[config.mk]
export PLATFORM = sky130hd
export DESIGN_NAME = coalescing_mshr_file
export DESIGN_NICKNAME = d
export VERILOG_FILES = /design/src/rtl/mshr_pkg.sv /design/src/rtl/mshr_entry.sv /design/src/rtl/mshr_match.sv /design/src/rtl/mshr_pool.sv /design/src/rtl/coalescing_mshr_file.sv
export SDC_FILE = /design/constraint.sdc
export NUM_CORES = 1
export LEC_CHECK = 0
export BUFFER_PORTS_ARGS = -buffer_cell sky130_fd_sc_hd__buf_2
export CAP_MARGIN = 20
export CORE_ASPECT_RATIO = 1.5
export CORE_UTILIZATION = 45
export DETAILED_ROUTE_END_ITERATION = 12
export PLACE_DENSITY = 0.7
export SLEW_MARGIN = 15
export SYNTH_ARGS = -nofsm -noshare
export SYNTH_HDL_FRONTEND = slang
export SYNTH_SLANG_ARGS = --single-unit
[constraint.sdc]
create_clock -name clk_i -period 16.1 [get_ports clk_i]
set_clock_uncertainty 0.1 [all_clocks]
set_input_delay 3.22 -clock clk_i [delete_from_list [all_inputs] [get_ports clk_i]]
set_output_delay 3.22 -clock clk_i [all_outputs]
set_load 0.005 [all_outputs]
[src/rtl/mshr_pkg.sv]
package mshr_pkg;
  localparam int unsigned SEQ_W = 8;
  typedef logic [SEQ_W-1:0] seq_t;

  typedef enum logic [1:0] {
    RESP_NONE   = 2'd0,
    RESP_MERGE  = 2'd1,
    RESP_ALLOC  = 2'd2,
    RESP_REJECT = 2'd3
  } resp_e;

  // signed distance of a tag from the retirement base
  function automatic logic signed [SEQ_W-1:0] seq_dist(seq_t tag, seq_t base);
    seq_dist = tag - base;
  endfunction
endpackage

[src/rtl/mshr_entry.sv]
module mshr_entry
  import mshr_pkg::*;
#(
  parameter int unsigned ADDR_W = 32,
  parameter int unsigned LAT_W  = 8,
  parameter int unsigned REF_W  = 4
) (
  input  logic              clk_i,
  input  logic              rst_ni,
  input  logic              alloc_i,
  input  logic [ADDR_W-1:0] alloc_line_i,
  input  seq_t              alloc_tag_i,
  input  logic [LAT_W-1:0]  alloc_time_i,
  input  logic              merge_i,
  input  logic              release_i,
  output logic              valid_o,
  output logic              parked_o,
  output logic [ADDR_W-1:0] line_o,
  output seq_t              tag_o,
  output logic [LAT_W-1:0]  remain_o,
  output logic [REF_W-1:0]  ref_o
);
  logic              valid_q, parked_q;
  logic [ADDR_W-1:0] line_q;
  seq_t              tag_q;
  logic [LAT_W-1:0]  remain_q;
  logic [REF_W-1:0]  ref_q;

  always_ff @(posedge clk_i or negedge rst_ni) begin
    if (!rst_ni) begin
      valid_q  <= 1'b0;
      parked_q <= 1'b0;
      line_q   <= '0;
      tag_q    <= '0;
      remain_q <= '0;
      ref_q    <= '0;
    end else begin
      parked_q <= 1'b0;
      if (alloc_i) begin
        valid_q  <= 1'b1;
        line_q   <= alloc_line_i;
        tag_q    <= alloc_tag_i;
        remain_q <= alloc_time_i - 1'b1;  // reported delay counts this cycle
        ref_q    <= REF_W'(1);
      end else begin
        if (remain_q != '0) remain_q <= remain_q - 1'b1;
        if (valid_q) begin
          if (merge_i && !release_i) begin
            ref_q <= ref_q + 1'b1;
          end else if (release_i && !merge_i) begin
            if (ref_q == REF_W'(1)) begin
              valid_q  <= 1'b0;
              ref_q    <= '0;
              parked_q <= 1'b1;
            end else begin
              ref_q <= ref_q - 1'b1;
            end
          end
        end
      end
    end
  end

  assign valid_o  = valid_q;
  assign parked_o = parked_q;
  assign line_o   = line_q;
  assign tag_o    = tag_q;
  assign remain_o = remain_q;
  assign ref_o    = ref_q;

  a_r7_ref_live: assert property (@(posedge clk_i) disable iff (!rst_ni)
    valid_q |-> ref_q != '0);
  a_r8_park_on_free: assert property (@(posedge clk_i) disable iff (!rst_ni)
    $fell(valid_q) |-> parked_q);
  a_r8_park_one_cycle: assert property (@(posedge clk_i) disable iff (!rst_ni)
    parked_q |=> !parked_q);
  a_r9_countdown: assert property (@(posedge clk_i) disable iff (!rst_ni)
    (!alloc_i && remain_q != '0) |=> remain_q == $past(remain_q) - 1'b1);
endmodule

[src/rtl/mshr_match.sv]
module mshr_match
  import mshr_pkg::*;
#(
  parameter int unsigned N      = 4,
  parameter int unsigned ADDR_W = 32,
  parameter int unsigned REF_W  = 4,
  parameter int unsigned IDX_W  = 2
) (
  input  logic              valid_i [N],
  input  logic [ADDR_W-1:0] line_i  [N],
  input  seq_t              tag_i   [N],
  input  logic [REF_W-1:0]  ref_i   [N],
  input  logic [ADDR_W-1:0] req_line_i,
  input  seq_t              req_tag_i,
  input  seq_t              base_i,
  output logic              hit_o,
  output logic [IDX_W-1:0]  hit_idx_o
);
  logic [N-1:0] cand;

  for (genvar g = 0; g < N; g++) begin : g_cmp
    assign cand[g] = valid_i[g] && (line_i[g] == req_line_i)
                  && (seq_dist(tag_i[g], base_i) <= seq_dist(req_tag_i, base_i))
                  && !(&ref_i[g]);
  end

  always_comb begin
    hit_idx_o = '0;
    for (int i = N - 1; i >= 0; i--) begin
      if (cand[i]) hit_idx_o = IDX_W'(i);
    end
  end

  assign hit_o = |cand;
endmodule

[src/rtl/mshr_pool.sv]
module mshr_pool #(
  parameter int unsigned N     = 4,
  parameter int unsigned LAT_W = 8,
  parameter int unsigned IDX_W = 2,
  parameter int unsigned CNT_W = 3
) (
  input  logic             valid_i  [N],
  input  logic             parked_i [N],
  input  logic [LAT_W-1:0] remain_i [N],
  output logic [CNT_W-1:0] free_cnt_o,
  output logic [IDX_W-1:0] free_idx_o,
  output logic             any_valid_o,
  output logic [LAT_W-1:0] min_remain_o
);
  always_comb begin
    free_cnt_o   = '0;
    free_idx_o   = '0;
    any_valid_o  = 1'b0;
    min_remain_o = '1;
    for (int i = N - 1; i >= 0; i--) begin
      if (!valid_i[i] && !parked_i[i]) begin
        free_cnt_o = free_cnt_o + CNT_W'(1);
        free_idx_o = IDX_W'(i);
      end
    end
    for (int i = 0; i < N; i++) begin
      if (valid_i[i]) begin
        any_valid_o = 1'b1;
        if (remain_i[i] < min_remain_o) min_remain_o = remain_i[i];
      end
    end
  end
endmodule

[src/rtl/coalescing_mshr_file.sv]
module coalescing_mshr_file
  import mshr_pkg::*;
#(
  parameter int unsigned N_ENTRY  = 4,
  parameter int unsigned ADDR_W   = 32,
  parameter int unsigned LINE_OFF = 6,
  parameter int unsigned LAT_W    = 8,
  parameter int unsigned MISS_LAT = 12,
  parameter int unsigned REF_W    = 4,
  localparam int unsigned IDX_W   = (N_ENTRY > 1) ? $clog2(N_ENTRY) : 1,
  localparam int unsigned CNT_W   = $clog2(N_ENTRY + 1)
) (
  input  logic               clk_i,
  input  logic               rst_ni,
  input  logic [7:0]         base_i,
  input  logic               req_valid_i,
  input  logic [ADDR_W-1:0]  req_addr_i,
  input  logic [7:0]         req_tag_i,
  input  logic               req_oldest_i,
  input  logic               req_conflict_i,
  input  logic [LAT_W-1:0]   req_conflict_wait_i,
  input  logic               rel_valid_i,
  input  logic [IDX_W-1:0]   rel_idx_i,
  output logic [1:0]         resp_kind_o,
  output logic [IDX_W-1:0]   resp_idx_o,
  output logic signed [LAT_W:0] resp_delay_o
);
  localparam logic [ADDR_W-1:0] OFF_MASK = ADDR_W'((64'd1 << LINE_OFF) - 64'd1);

  logic              valid_w  [N_ENTRY];
  logic              parked_w [N_ENTRY];
  logic [ADDR_W-1:0] line_w   [N_ENTRY];
  seq_t              tag_w    [N_ENTRY];
  logic [LAT_W-1:0]  remain_w [N_ENTRY];
  logic [REF_W-1:0]  ref_w    [N_ENTRY];

  logic [ADDR_W-1:0] req_line;
  logic              hit;
  logic [IDX_W-1:0]  hit_idx, free_idx;
  logic [CNT_W-1:0]  free_cnt;
  logic              any_valid;
  logic [LAT_W-1:0]  min_remain, alloc_time;
  logic              do_merge, do_alloc, do_reject;
  resp_e             kind;

  assign req_line = req_addr_i & ~OFF_MASK;

  mshr_match #(.N(N_ENTRY), .ADDR_W(ADDR_W), .REF_W(REF_W), .IDX_W(IDX_W)) match_i (
    .valid_i(valid_w), .line_i(line_w), .tag_i(tag_w), .ref_i(ref_w),
    .req_line_i(req_line), .req_tag_i(req_tag_i), .base_i(base_i),
    .hit_o(hit), .hit_idx_o(hit_idx)
  );

  mshr_pool #(.N(N_ENTRY), .LAT_W(LAT_W), .IDX_W(IDX_W), .CNT_W(CNT_W)) pool_i (
    .valid_i(valid_w), .parked_i(parked_w), .remain_i(remain_w),
    .free_cnt_o(free_cnt), .free_idx_o(free_idx),
    .any_valid_o(any_valid), .min_remain_o(min_remain)
  );

  assign alloc_time = req_conflict_i
                    ? ((req_conflict_wait_i == '0) ? LAT_W'(1) : req_conflict_wait_i)
                    : LAT_W'(MISS_LAT);

  // merge wins; last free slot only for the oldest load
  assign do_merge  = req_valid_i && hit;
  assign do_alloc  = req_valid_i && !hit &&
                     ((free_cnt >= CNT_W'(2)) || (req_oldest_i && free_cnt != '0));
  assign do_reject = req_valid_i && !do_merge && !do_alloc;

  for (genvar g = 0; g < N_ENTRY; g++) begin : g_ent
    mshr_entry #(.ADDR_W(ADDR_W), .LAT_W(LAT_W), .REF_W(REF_W)) ent_i (
      .clk_i(clk_i), .rst_ni(rst_ni),
      .alloc_i(do_alloc && free_idx == IDX_W'(g)),
      .alloc_line_i(req_line), .alloc_tag_i(req_tag_i), .alloc_time_i(alloc_time),
      .merge_i(do_merge && hit_idx == IDX_W'(g)),
      .release_i(rel_valid_i && rel_idx_i == IDX_W'(g)),
      .valid_o(valid_w[g]), .parked_o(parked_w[g]), .line_o(line_w[g]),
      .tag_o(tag_w[g]), .remain_o(remain_w[g]), .ref_o(ref_w[g])
    );
  end

  always_comb begin
    kind         = RESP_NONE;
    resp_idx_o   = '0;
    resp_delay_o = '0;
    if (do_merge) begin
      kind         = RESP_MERGE;
      resp_idx_o   = hit_idx;
      resp_delay_o = $signed({1'b0, remain_w[hit_idx]});
    end else if (do_alloc) begin
      kind         = RESP_ALLOC;
      resp_idx_o   = free_idx;
      resp_delay_o = $signed({1'b0, alloc_time});
    end else if (do_reject) begin
      kind         = RESP_REJECT;
      resp_delay_o = any_valid ? -$signed({1'b0, min_remain}) : '1;
    end
  end
  assign resp_kind_o = kind;

  a_r5_alloc_takes: assert property (@(posedge clk_i) disable iff (!rst_ni)
    (resp_kind_o == RESP_ALLOC) |=> valid_w[$past(resp_idx_o)] && ref_w[$past(resp_idx_o)] == REF_W'(1));
  a_r8_no_parked_alloc: assert property (@(posedge clk_i) disable iff (!rst_ni)
    (resp_kind_o == RESP_ALLOC) |-> !parked_w[resp_idx_o] && !valid_w[resp_idx_o]);
  a_r4_merge_adds: assert property (@(posedge clk_i) disable iff (!rst_ni)
    (resp_kind_o == RESP_MERGE && !(rel_valid_i && rel_idx_i == resp_idx_o))
      |=> ref_w[$past(resp_idx_o)] == $past(ref_w[resp_idx_o]) + 1'b1);
  a_r6_reject_neg: assert property (@(posedge clk_i) disable iff (!rst_ni)
    (resp_kind_o == RESP_REJECT) |-> resp_delay_o <= 0);
  a_r10_idle: assert property (@(posedge clk_i) disable iff (!rst_ni)
    !req_valid_i |-> resp_kind_o == RESP_NONE);
endmodule

==> results.tsv <==
stage	metric	value	unit
detailed_routing	antenna viol nets, final	0	
final_layout	Area growth syn-to-layout	8.67	%
global_route	vias in the first global route	10655	
floorplan	Die Y	217	um
synth	Mapped Area	13900	um^2
detailed_routing	DRT Pass-1 Iters	6	
global_route	first-pass GRT wire length	55200	um
clock_network	H-tree levels	4	
final_layout	design area	15100	um^2
synth	#FFs+latches synth	192	
global_route	largest net degree at the start of global routing	122	
clock_network	post-CTS sizing	0	
run	max_cap viols	0	
clock_network	Reg clk slew, reported paths	0.07	ns
sta	Final Setup Violations	0	
detailed_routing	via/cell ratio	5.61	
clock_network	# hold bufs at CTS	0	
hold_path	type of the tightest min-delay check	flop to flop	
critical_path	crit start category	input port	
detailed_routing	final WL	34200	um
critical_path	Setup crit end kind	output port	
sta	Min Clock Period, post-route	12.21	ns
clock_network	CTS sink cnt	192	
synth	post-synth top area share	0.345	
final_layout	layout cells sized above 1	0.188	
synth	Post-synth ARST share	1.00	
floorplan	Core Area	30400	um^2
sta	relative slew slack	0.224	
sta	Setup TNS Final	0	ns
synth	post-synthesis net count	1602	
synth	cell count after synthesis	1418	
place	GP Congestion	0.955	
global_route	initial antenna violation count	2	
floorplan	die width	146	um
synth	most common cell in the synthesized netlist	dfrtp_1	
global_route	GRT overflow	0	
synth	synthesized area per cell	9.82	um^2
detailed_routing	1st-iter DRT viols	440	
synth	number of flops mapped to enable cells by yosys	0	
place	DP HPWL	26200	um
place	Placed Cells	1825	
critical_path	Worst Path Arrival	8.89	ns
outcome	status	finished clean	
synth	top_reg_cell synth	dfrtp_1	
hold_path	number of cells on the worst hold path	1	
synth	largest cells by area after synthesis	dfrtp_1 35%, mux2_2 11%, ha_1 10%, xor2_1 6.2%, xnor2_1 4.7%	
clock_network	worst skew pair latency	0.46	ns
synth	Commonest cells post-synth	192 x dfrtp_1, 137 x mux2_2, 115 x ha_1	
sta	Final Cycle Share	0.758	
critical_path	CP Max Fanout	10	
clock_network	CTS tree	yes	
sta	RSZ-0062 raised after global routing	no	
detailed_routing	total number of vias	10423	
place	pre-CTS setup slack	3.97	ns
place	port bufs	70	
power_and_ir_drop	Power Dens Cells	222	nW/um^2
sta	post-route setup slack	3.89	ns
final_layout	final cell count without fillers	1858	
sta	final hold violation count	0	
final_layout	filler cell count in the final layout	2809	
clock_network	Post-CTS Setup Bufs	0	
clock_network	root buf cell	clkbuf_16	
final_layout	Nets	1628	
synth	top cell type by total area after synthesis	dfrtp_1	
floorplan	I/O Pins	77	
critical_path	CP Class	input port to output port	
global_route	GRT Util Overall	0.224	
power_and_ir_drop	leakage power	0.00661	uW
place	Post-DP Area	14500	um^2
final_layout	Layout Utilization	0.498	
critical_path	R2R Setup Slk	10.39	ns
detailed_routing	DRC viols	0	
detailed_routing	Wirelength per Cell	18.4	um
floorplan	std cell rows	78	
critical_path	CP required	12.78	ns
synth	synth unique cells	78	
critical_path	r2r worst-path depth	19	
clock_network	clock buffer depth	2	
floorplan	die area	31700	um^2
synth	sequential area share after synthesis	0.345	
clock_network	cts bufs inserted	17	
floorplan	Initial Util	0.459	
synth	synthesis warning total	0	
sta	worst slew pin tran	1.15	ns
sta	Final Slew Violations	0	
power_and_ir_drop	Peak supply drop	115	uV
sta	Max Freq	81.9	MHz
## power breakdown
| group | total [uW] | switching (uW) | internal, uW |
|---|---|---|---|
| Sequential | 979 | 256 | 722 |
| Clock | 429 | 205 | 224 |
| Combinational | 1960 | 1040 | 914 |
## sequential cells by signal, indices dropped and copies added, names as in the netlist
signal                flops
g_ent.ent_i.parked_o      4
g_ent.ent_i.line_o      104
g_ent.ent_i.valid_o       4
g_ent.ent_i.ref_o        16
g_ent.ent_i.remain_o     32
g_ent.ent_i.tag_o        32
## cells by family (layout without fill, tap and decap cells)
logic type | after synthesis | count (layout) | share of synthesized area
flip-flops | 192 | 192 | 0.345
multiplexers | 184 | 184 | 0.147
AO/OA/AOI/OAI | 233 | 233 | 0.107
XOR/XNOR | 173 | 173 | 0.109
adder cells (fa/ha/maj) | 122 | 122 | 0.112
buffers and inverters | 152 | 190 | 0.0475
other | 0 | 2 | 0
AND/OR/NAND/NOR | 362 | 362 | 0.133
## cells in the final DEF, fill, tap and decap left out, types with 9 or more instances in the layout
| master | count |
|---|---|
| buf_2 | 69 |
| nor2b_1 | 13 |
| nor2_1 | 75 |
| o21a_1 | 9 |
| nand3_1 | 22 |
| nor3_1 | 42 |
| nor4_1 | 29 |
| inv_1 | 76 |
| buf_4 | 12 |
| mux2_2 | 137 |
| o21ai_1 | 12 |
| ha_1 | 115 |
| dfrtp_1 | 192 |
| xnor2_1 | 74 |
| clkbuf_16 | 17 |
| a21o_1 | 15 |
| a211oi_1 | 11 |
| a21oi_1 | 76 |
| nand2b_1 | 19 |
| nand2_1 | 86 |
| nand4_1 | 23 |
| o21ai_0 | 53 |
| mux2i_1 | 41 |
| xor2_1 | 99 |
## path summary, 6_finish.rpt
path                                         endpoint                       from
max                                   resp_delay_o[5]                  base_i[1]
min                         g_ent[3].ent_i.line_o[27]  g_ent[3].ent_i.line_o[27]
max reg2reg                   g_ent[3].ent_i.tag_o[4]    g_ent[3].ent_i.tag_o[2]
min reg2reg                 g_ent[3].ent_i.line_o[27]  g_ent[3].ent_i.line_o[27]
max in group asynchronous  g_ent[1].ent_i.remain_o[5]                     rst_ni
min in group asynchronous     g_ent[0].ent_i.tag_o[6]                     rst_ni
## layout make-up
type | count | area [um^2] | share of cell area
sequential | 192 | 4800 | 0.318
inverter | 77 | 289 | 0.0191
clock buffer | 19 | 443 | 0.0293
multi-input combinational | 1074 | 8490 | 0.561
antenna | 2 | 5.00 | 0.000331
timing repair buffer | 82 | 449 | 0.0297
clock inverter | 12 | 143 | 0.00943
tap | 400 | 500 | 0.0331
## metal layers
layer  share of wire  vias to the layer above  GRT usage
met5               0                        -          0
met4           0.057                        0      0.137
met3           0.030                       96     0.0291
met2            0.54                      242      0.423
met1            0.38                     5047      0.236
li1                -                     5038          -
## critical path, cell delays in order
cell      delay [ns]
buf_2           0.10
inv_1           0.38
ha_1            0.32
nor2b_1         0.12
o21ai_0         0.23
a21oi_1         0.14
o21ai_0         0.17
nand2b_1        0.11
a21o_1          0.19
a21oi_1         0.28
xnor2_1         0.20
ha_1            0.34
o21ai_0         0.16
nor4_1          0.34
nand4_1         0.15
nor4_2          0.58
a32oi_1         0.26
a21oi_2         0.61
mux2_2          0.41
a211oi_1        0.24
o31a_1          0.20
buf_2           0.12
## per-stage QoR
step / power (uW) / hold WS (ns)
2_1_floorplan: 2440 / 0.378
3_3_place_gp: 2860 / 0.388
3_5_place_dp: 2940 / 0.401
4_1_cts: 3380 / 0.417
5_1_grt: 3650 / 0.423
6_report: 3360 / 0.407
No activity file was read; power rests on OpenSTA's default activity.
